===== config.mk =====
export PLATFORM = sky130hd
export DESIGN_NAME = soft_mute
export DESIGN_NICKNAME = d
export VERILOG_FILES = /design/src/rtl/mute_pkg.sv /design/src/rtl/mute_coef_rom.sv /design/src/rtl/mute_ramp_ctrl.sv /design/src/rtl/mute_gain_mul.sv /design/src/rtl/soft_mute.sv
export SDC_FILE = /design/constraint.sdc
export NUM_CORES = 2
export LEC_CHECK = 0
export ABC_AREA = 1
export CAP_MARGIN = 0
export CORE_MARGIN = 2
export CORE_UTILIZATION = 40
export CTS_BUF_LIST = sky130_fd_sc_hd__clkbuf_8
export DETAILED_ROUTE_END_ITERATION = 6
export DONT_BUFFER_PORTS = 1
export GPL_TIMING_DRIVEN = 0
export PLACE_DENSITY_LB_ADDON = 0.2
export SYNTH_ARGS = -nofsm -noshare
export SYNTH_HDL_FRONTEND = slang
export SYNTH_HIERARCHICAL = 1
export SYNTH_SLANG_ARGS = --single-unit
export TNS_END_PERCENT = 100

===== constraint.sdc =====
create_clock -name clk -period 8.1 [get_ports clk]
set_input_delay 0 -clock clk [delete_from_list [all_inputs] [get_ports clk]]
set_output_delay 0 -clock clk [all_outputs]
set_load 0.03 [all_outputs]

===== src/rtl/mute_pkg.sv =====
package mute_pkg;
  typedef enum logic [1:0] {
    MS_OPEN  = 2'b00,
    MS_RAMP  = 2'b01,
    MS_MUTED = 2'b10
  } mute_state_e;
endpackage


===== src/rtl/mute_coef_rom.sv =====
// Raised-cosine gain table, computed at elaboration from the parameters.
module mute_coef_rom #(
  parameter int NUM_COEF = 32,
  parameter int COEF_W   = 16
) (
  input  logic [$clog2(NUM_COEF)-1:0] idx,
  output logic [COEF_W-1:0]           coef
);
  localparam int FX = 30;
  localparam longint PI_FX = 64'sd3373259426;  // pi scaled by 2^30

  // cos(pi*k/(NUM_COEF-1)), scaled by 2^FX, folded onto [0, pi/2]
  function automatic longint cos_fx(int k);
    longint phi, phi2, term, sum;
    int span, kk;
    bit neg;
    span = NUM_COEF - 1;
    neg  = (2 * k > span);
    kk   = neg ? span - k : k;
    phi  = (PI_FX * longint'(kk)) / longint'(span);
    phi2 = (phi * phi) >>> FX;
    term = 64'sd1 <<< FX;
    sum  = term;
    for (int n = 1; n <= 12; n++) begin
      term = -((term * phi2) >>> FX) / longint'((2 * n - 1) * (2 * n));
      sum  = sum + term;
    end
    return neg ? -sum : sum;
  endfunction

  function automatic longint gain_at(int k);
    longint v;
    v = (((64'sd1 <<< FX) + cos_fx(k)) * (64'sd1 <<< (COEF_W - 1)) + (64'sd1 <<< FX)) >>> (FX + 1);
    if (v < 0) v = 0;
    if (v > (64'sd1 <<< (COEF_W - 1))) v = 64'sd1 <<< (COEF_W - 1);
    return v;
  endfunction

  function automatic logic [NUM_COEF*COEF_W-1:0] build_table();
    logic [NUM_COEF*COEF_W-1:0] t;
    t = '0;
    for (int k = 0; k < NUM_COEF; k++) t[k*COEF_W +: COEF_W] = COEF_W'(gain_at(k));
    return t;
  endfunction

  localparam logic [NUM_COEF*COEF_W-1:0] TABLE = build_table();

  assign coef = TABLE[idx*COEF_W +: COEF_W];
endmodule


===== src/rtl/mute_ramp_ctrl.sv =====
// Ramp position: gain index, hold count within the index, and a muted flag.
module mute_ramp_ctrl
  import mute_pkg::*;
#(
  parameter int NUM_COEF = 32,
  parameter int HOLD_LEN = 32
) (
  input  logic                        clk,
  input  logic                        rst_n,
  input  logic                        step,
  input  logic                        mute,
  output logic [$clog2(NUM_COEF)-1:0] coef_idx,
  output mute_state_e                 state,
  output logic                        fwd_step,
  output logic                        back_step
);
  localparam int IDX_W = $clog2(NUM_COEF);
  localparam int CNT_W = $clog2(HOLD_LEN);
  localparam logic [IDX_W-1:0] IDX_LAST = IDX_W'(NUM_COEF - 1);
  localparam logic [CNT_W-1:0] CNT_LAST = CNT_W'(HOLD_LEN - 1);

  logic [IDX_W-1:0] idx_q, idx_d;
  logic [CNT_W-1:0] cnt_q, cnt_d;
  logic             full_q, full_d;
  logic             at_open;

  assign at_open   = !full_q && (idx_q == '0) && (cnt_q == '0);
  assign fwd_step  = step && mute && !full_q;
  assign back_step = step && !mute && !at_open;

  always_comb begin
    idx_d  = idx_q;
    cnt_d  = cnt_q;
    full_d = full_q;
    if (fwd_step) begin
      if (cnt_q == CNT_LAST) begin
        cnt_d = '0;
        if (idx_q == IDX_LAST) full_d = 1'b1;
        else                   idx_d  = idx_q + 1'b1;
      end else begin
        cnt_d = cnt_q + 1'b1;
      end
    end else if (back_step) begin
      if (full_q) begin
        full_d = 1'b0;
        idx_d  = IDX_LAST;
        cnt_d  = CNT_LAST;
      end else if (cnt_q == '0) begin
        cnt_d = CNT_LAST;
        idx_d = idx_q - 1'b1;
      end else begin
        cnt_d = cnt_q - 1'b1;
      end
    end
  end

  // fading out uses the position before the step, fading in the one after
  assign coef_idx = mute ? idx_q : idx_d;

  always_ff @(posedge clk) begin
    if (!rst_n) begin
      idx_q  <= '0;
      cnt_q  <= '0;
      full_q <= 1'b0;
    end else begin
      idx_q  <= idx_d;
      cnt_q  <= cnt_d;
      full_q <= full_d;
    end
  end

  assign state = full_q ? MS_MUTED : (at_open ? MS_OPEN : MS_RAMP);
endmodule


===== src/rtl/mute_gain_mul.sv =====
// One channel: registered product of a signed sample and an unsigned gain.
module mute_gain_mul #(
  parameter int DATA_W = 24,
  parameter int COEF_W = 16
) (
  input  logic                     clk,
  input  logic                     rst_n,
  input  logic                     en,
  input  logic signed [DATA_W-1:0] sample,
  input  logic [COEF_W-1:0]        coef,
  output logic signed [DATA_W-1:0] result
);
  localparam int PROD_W = DATA_W + COEF_W + 1;

  function automatic logic signed [DATA_W-1:0] scale(logic signed [DATA_W-1:0] s,
                                                     logic [COEF_W-1:0] g);
    logic signed [PROD_W-1:0] prod;
    logic signed [PROD_W-1:0] shifted;
    prod    = s * $signed({1'b0, g});
    shifted = prod >>> (COEF_W - 1);
    return shifted[DATA_W-1:0];
  endfunction

  always_ff @(posedge clk) begin
    if (!rst_n)  result <= '0;
    else if (en) result <= scale(sample, coef);
  end
endmodule


===== src/rtl/soft_mute.sv =====
module soft_mute
  import mute_pkg::*;
#(
  parameter int DATA_W   = 24,
  parameter int NUM_COEF = 32,
  parameter int HOLD_LEN = 32,
  parameter int COEF_W   = 16
) (
  input  logic                     clk,
  input  logic                     rst_n,
  input  logic                     in_valid,
  input  logic signed [DATA_W-1:0] in_left,
  input  logic signed [DATA_W-1:0] in_right,
  input  logic                     mute,
  output logic                     out_valid,
  output logic signed [DATA_W-1:0] out_left,
  output logic signed [DATA_W-1:0] out_right,
  output logic [1:0]               mute_state
);
  localparam int IDX_W = $clog2(NUM_COEF);
  localparam int NCH   = 2;

  logic [IDX_W-1:0]  coef_idx;
  logic [COEF_W-1:0] gain;
  mute_state_e       state;
  logic              fwd_step, back_step;

  mute_ramp_ctrl #(.NUM_COEF(NUM_COEF), .HOLD_LEN(HOLD_LEN)) u_ctrl (
    .clk(clk), .rst_n(rst_n), .step(in_valid), .mute(mute),
    .coef_idx(coef_idx), .state(state),
    .fwd_step(fwd_step), .back_step(back_step)
  );

  mute_coef_rom #(.NUM_COEF(NUM_COEF), .COEF_W(COEF_W)) u_rom (
    .idx(coef_idx), .coef(gain)
  );

  logic signed [DATA_W-1:0] chan_in  [NCH];
  logic signed [DATA_W-1:0] chan_out [NCH];
  assign chan_in[0] = in_left;
  assign chan_in[1] = in_right;

  for (genvar ch = 0; ch < NCH; ch++) begin : g_chan
    mute_gain_mul #(.DATA_W(DATA_W), .COEF_W(COEF_W)) u_mul (
      .clk(clk), .rst_n(rst_n), .en(in_valid),
      .sample(chan_in[ch]), .coef(gain), .result(chan_out[ch])
    );
  end

  assign out_left  = chan_out[0];
  assign out_right = chan_out[1];

  always_ff @(posedge clk) begin
    if (!rst_n) out_valid <= 1'b0;
    else        out_valid <= in_valid;
  end

  assign mute_state = state;
endmodule


# ---- Word-level counts from Yosys, hierarchy flattened
# Cells that the tools add are included.
dict set report totals {
  word_cells 48
  register_bits 60
  out_inout_bits 51
}
dict set report op_classes {
  n_mux 18
  n_eq_ne 4
  n_addsub 4
  shift 1
  reduce_logical 13
  mul 2
}
# op n
set ops {}
lappend ops {{$shiftx A512 B10 Y16 const A} 1}
lappend ops {{$mul A24 B17 Y39} 2}
lappend ops {{$mux W5} 12}
lappend ops {{$add A5 B1 Y5 const B} 2}
lappend ops {{$eq A5 B5 Y1 const B} 2}
lappend ops {{$logic_not A5 Y1} 2}
lappend ops {{$sub A5 B1 Y5 const B} 2}
lappend ops {{$logic_and A1 B1 Y1} 6}
lappend ops {{$mux W1} 5}
lappend ops {{$ne A2 B1 Y1 const B} 2}
lappend ops {{$logic_not A1 Y1} 3}
lappend ops {{$reduce_and A3 Y1} 1}
lappend ops {{$mux W2} 1}
lappend ops {{$reduce_bool A2 Y1} 1}

# ---- Depth between registers and ports, before layout
dict set report depth {
  depth_word 10
  ltp_mapped 49
  mapped_depth_nobuf 47
}

# ---- Modules after synthesis
# The synthesis kept the hierarchy.
# module area_per_inst_um2 n_inst cells_each
set modules_own_cells {}
lappend modules_own_cells {{mute_gain_mul at g_chan[1].u_mul} 15357.2 1 2096}
lappend modules_own_cells {{mute_gain_mul at g_chan[0].u_mul} 15351.0 1 2096}
lappend modules_own_cells {mute_ramp_ctrl 1092.3 1 167}
lappend modules_own_cells {mute_coef_rom 812.0 1 171}
lappend modules_own_cells {soft_mute 27.5 1 3}

# ---- Worst setup path before layout
# No wires, ideal clock.
dict set report synth_path {
  path_type {register to register}
  start {register u_ctrl.idx_q[0]}
  end {register g_chan[0].u_mul.result[22]}
  stages_incl_launch_ff 35
  t_arrival_ps 7444
  setup_time_ps 109
  path_buffers 1
  slack_ps 548
  synth_period_minus_slack_ps 7552
  required_ps 7991
  path_cell_list {dfxtp_1 -> inv_1 -> ha_1 -> nand3_4 -> nand3_4 -> inv_2 -> nand2_1 -> nand3_1 -> inv_1 -> ha_1 -> inv_1 -> nand2_1 -> nand3_1 -> nand3_1 -> clkbuf_1 -> nand2_1 -> fa_1 -> fa_1 -> inv_1 -> fa_1 -> inv_1 -> fa_1 -> inv_1 -> fa_1 -> fa_1 -> ha_1 -> inv_1 -> nor3_1 -> nand2_1 -> nor2_1 -> nand3_1 -> nand4_1 -> nand3_1 -> nand2_1 -> inv_1}
}
dict set report synth_via {
  elab_chain_cells 10
  word_cells_on_any_way 17
  cone_classes {2 x add/sub; 1 x mul; 1 x eq/ne; 1 x shift; 7 x mux; 5 x reduce/logical}
}
# element line
set synth_rtl {}
lappend synth_rtl {{start: declaration} mute_ramp_ctrl.sv:22} ;# logic [IDX_W-1:0] idx_q, idx_d;
lappend synth_rtl {{start signal: assignment} mute_ramp_ctrl.sv:66} ;# idx_q <= idx_d;
lappend synth_rtl {{parallel branches: the longest is 6 deep, another holds $sub A5 B1 Y5} -}
lappend synth_rtl {{$mux W5 (*)} mute_ramp_ctrl.sv:35} ;# if (fwd_step) begin
lappend synth_rtl {{$mux W5 (*)} mute_ramp_ctrl.sv:58} ;# assign coef_idx = mute ? idx_q : idx_d;
lappend synth_rtl {{via coef_idx[1]} soft_mute.sv:23} ;# logic [IDX_W-1:0] coef_idx;
lappend synth_rtl {{$shiftx A512 B10 Y16 (*)} mute_coef_rom.sv:48} ;# assign coef = TABLE[idx*COEF_W +: COEF_W];
lappend synth_rtl {{via gain[3]} soft_mute.sv:24} ;# logic [COEF_W-1:0] gain;
lappend synth_rtl {{$mul A24 B17 Y39 (*)} mute_gain_mul.sv:19} ;# prod = s * $signed({1'b0, g});
lappend synth_rtl {{end signal: assignment} mute_gain_mul.sv:26} ;# else if (en) result <= scale(sample, coef);
lappend synth_rtl {{end: declaration} mute_gain_mul.sv:11} ;# output logic signed [DATA_W-1:0] result
# Mark *: on every way through the listed nets, which the timed path passes.
# A chain may end at the register's enable or synchronous reset.

# ---- Worst setup path after layout
dict set report layout_path {
  start {register u_ctrl.cnt_q[0]}
  end {register g_chan[1].u_mul.result[22]}
}
dict set report layout_via {
  elab_chain_cells 9
  word_cells_on_any_way 13
  cone_classes {1 x mul; 1 x eq/ne; 1 x shift; 6 x mux; 4 x reduce/logical}
}
# element line
set layout_rtl {}
lappend layout_rtl {{start: declaration} mute_ramp_ctrl.sv:23} ;# logic [CNT_W-1:0] cnt_q, cnt_d;
lappend layout_rtl {{start signal: assignment} mute_ramp_ctrl.sv:67} ;# cnt_q <= cnt_d;
lappend layout_rtl {{$logic_not A5 Y1} {mute_ramp_ctrl.sv:27, mute_ramp_ctrl.sv:48}}
lappend layout_rtl {{$logic_and A1 B1 Y1} mute_ramp_ctrl.sv:27} ;# assign at_open = !full_q && (idx_q == '0) && (cnt_q == '0);
lappend layout_rtl {{$logic_not A1 Y1} mute_ramp_ctrl.sv:29} ;# assign back_step = step && !mute && !at_open;
lappend layout_rtl {{$logic_and A1 B1 Y1} mute_ramp_ctrl.sv:29}
lappend layout_rtl {{$mux W5} mute_ramp_ctrl.sv:43} ;# end else if (back_step) begin
lappend layout_rtl {{$mux W5 (*)} mute_ramp_ctrl.sv:35}
lappend layout_rtl {{$mux W5 (*)} mute_ramp_ctrl.sv:58}
lappend layout_rtl {{via coef_idx[0]} soft_mute.sv:23}
lappend layout_rtl {{$shiftx A512 B10 Y16 (*)} mute_coef_rom.sv:48}
lappend layout_rtl {{via gain[7]} soft_mute.sv:24}
lappend layout_rtl {{$mul A24 B17 Y39 (*)} mute_gain_mul.sv:19}
lappend layout_rtl {{end signal: assignment} mute_gain_mul.sv:26}
lappend layout_rtl {{end: declaration} mute_gain_mul.sv:11}
# The timed path passes the listed nets; every way through them passes the cells marked *.

==> results.md <==
* Die area at about 0.084 sq mm
* Slew @ Worst Pin at around 0.87 ns
* Buf/Inv on CP at 13
* Largest stage delay on the critical path at between 0.5 and 0.6 ns
* Initial Utilization at 40.5%
* Yosys warnings at 6
* Setup slack, reg-to-reg at 0.30 ns
* Row cnt at 104
* First-pass GRT wire length at 161000 um
* NumNets Final at 5585
* RePlAce Congestion at 0.950
* Die X at 290 um
* Post-synthesis sequential element count at 60
* Final setup violation count at 0
* DR vias at ~28000
* Relative slew slack at between 40% and 50%
* Worst Setup End Kind: flop
* Final core utilization at 44.1%
* Crit Path Max Fanout at 10
* Syn nets at 5514
* Most frequent cells in the layout: inv_1 (1390), nand2_1 (1226), fa_1 (718), nor2_1 (231), ha_1 (183)
* CTS Buf Count at 9
* Mean area per synthesized cell at 7.20 sq um
* CP Data Required Time at 8.41 ns
* Cells after synthesis at 4533
* CTS tree: done
* CP Class: reg2reg
* Clock transition at path regs at 0.09 ns
* I/O Pins at ~100
* Hold Path Class: in2reg
* Remaining DRCs at 0
* Final wirelength at 102000 um
* MaxCap Viol Count at 0
* Detailed Routing Iterations Pass 1 at 6
* Final Max Slew Viols at 0
* Syn Std Cell Area at 0.0326 sq mm
* Wire per inst at between 15 and 20 um
* Kind of cell adding the most delay to the critical path: adder cells
* Die height at 290 um
* Minimum clock period at about 7.8 ns
* Clock tree buffer depth at 2
* CTS Root Cell: clkbuf_8
* Sequential area share after synthesis at 3.68%
* Final Hold Vio Count at 0
* Critical path arrival at 8.11 ns
* HPWL Detailed at 85300 um
* Final Hold Slack at roughly 0.067 ns
* Critical-path top delay cell: fa_1
* Clk_lat worst skew at 0.41 ns
* Post-route setup slack at 0.298 ns
* Cells after DPL at 5596
* Vias in the first global route at roughly 28000
* Core Region at between 0.08 and 0.09 sq mm
* Initial antenna violation count at 7
* IO buf count at 0
* Most common cell after layout, fill and taps aside: inv_1
* Dpl ws at -1.95 ns
* Largest net degree at the start of global routing at 14
* Syn-to-layout area delta at 9.07%
* Gr ovfl total at 0
* Clk sinks at 60
* Share of cells above drive strength 1 at 7.07%
* Worst clock skew at around 0.025 ns
* Unique cell type count in the Yosys netlist at 50
* H-tree depth at 3
* Status: finished, final reports clean
* Post-DRT Antenna Nets at 0
* RSZ-0062 raised after global routing: true
* CP Launch Type: flop
* GR Util All Layers at 25.5%
* Final Non-Filler Cells at about 5700
* Most frequent CP cell: inv_1
* Period utilisation layout at 96.3%
* Fmax at 128 MHz
* Vias per cell at 4.86
* Initial DRC Count at 1897
[cell type report]
cell class                 count  area [sq um]
antenna                        1          2.50
buffer                       178          1010
clock inverter                 7          75.1
fill                        8591         45100
tap                         1060          1330
timing repair buffer          62           599
sequential                    60          1210
clock buffer                   9           124
multi-input combinational   2884         25900
inverter                    1409          5300
[worst min-delay path: stages]
cell and delay, ns:
clkbuf_1 0.14, nor2_1 0.12, nor2_1 0.04, o21ai_0 0.06, inv_1 0.04
[flip-flops by register name, indices dropped and copies added (netlist names)]
| name | cells |
|---|---|
| u_ctrl/idx_q | 5 |
| g_chan.u_mul/result | 48 |
| u_ctrl/full_q | 1 |
| out_valid | 1 |
| u_ctrl/cnt_q | 5 |
[metal layers]
layer  global-route usage, %  vias up  wire length, um
met4                    6.53       12             2590
met5                       0        -               64
met3                    6.81      145             9770
met2                    40.3      941            45400
met1                    34.6    13600            43700
li1                        -    12800                -
[kinds of logic (layout without fill, tap and decap cells)]
kind of cell,Yosys count,count (layout),synth area share [%]
AOI/OAI and AO/OA,209,209,3.61
xor gates and xnor gates,26,26,0.698
adders and majority gates,929,929,52.3
buffers and inverters,1590,1665,18.5
DFF,60,60,3.68
other,0,1,0
and+or+nand+nor,1719,1720,21.2
[per-stage QoR]
| stage | area, sq um | setup TNS (ns) |
|---|---|---|
| global route | 35600 | -0.0962 |
| global placement | 34000 | -115.18 |
| floorplan | 32600 | 0 |
| finish | 35600 | 0 |
| CTS | 34900 | 0 |
| detailed placement | 34000 | -65.95 |
[what timing repair did]
action,in CTS,in global routing
hold buffers,5,0
gates cloned,0,1
resized for setup,157,160
pin swaps,14,18
endpoints found under the setup margin,48,48
endpoints found under the hold margin,25,0
setup buffers,25,29
[final timing paths]
check / depth (start not counted) / from / end
max: 38 / u_ctrl/cnt_q[0]$_SDFFE_PN0P_ / g_chan[1].u_mul/result[22]$_SDFFE_PN0P_
min: 5 / in_valid / g_chan[1].u_mul/result[0]$_SDFFE_PN0P_
max reg2reg: 38 / u_ctrl/cnt_q[0]$_SDFFE_PN0P_ / g_chan[1].u_mul/result[22]$_SDFFE_PN0P_
min reg2reg: 2 / u_ctrl/cnt_q[0]$_SDFFE_PN0P_ / u_ctrl/cnt_q[0]$_SDFFE_PN0P_
[cell usage after synthesis, drive strengths merged]
master | count | share of area [%]
a211oi | 1 | 0.038
a21boi | 4 | 0.10
a21o | 11 | 0.25
a21oi | 84 | 1.3
a22oi | 1 | 0.023
a31oi | 2 | 0.038
and3 | 4 | 0.077
buf | 12 | 0.28
clkbuf | 168 | 2.0
clkinv | 1 | 0.027
dfxtp | 60 | 3.7
dlygate4sd1 | 1 | 0.027
fa | 726 | 45
ha | 203 | 7.8
inv | 1408 | 16
nand2 | 1266 | 15
nand3 | 145 | 2.4
nand3b | 3 | 0.069
nand4 | 11 | 0.21
nor2 | 272 | 3.5
nor3 | 13 | 0.26
nor3b | 1 | 0.038
nor4 | 2 | 0.038
o211ai | 7 | 0.16
o21a | 3 | 0.069
o21ai | 81 | 1.3
o21bai | 13 | 0.30
o221ai | 1 | 0.027
o22ai | 1 | 0.019
or2 | 2 | 0.038
xnor2 | 8 | 0.21
xor2 | 18 | 0.48
Power is left out: the tool's default activity adds up to more than one toggle a clock period on the data nets, which glitch-free logic cannot reach.
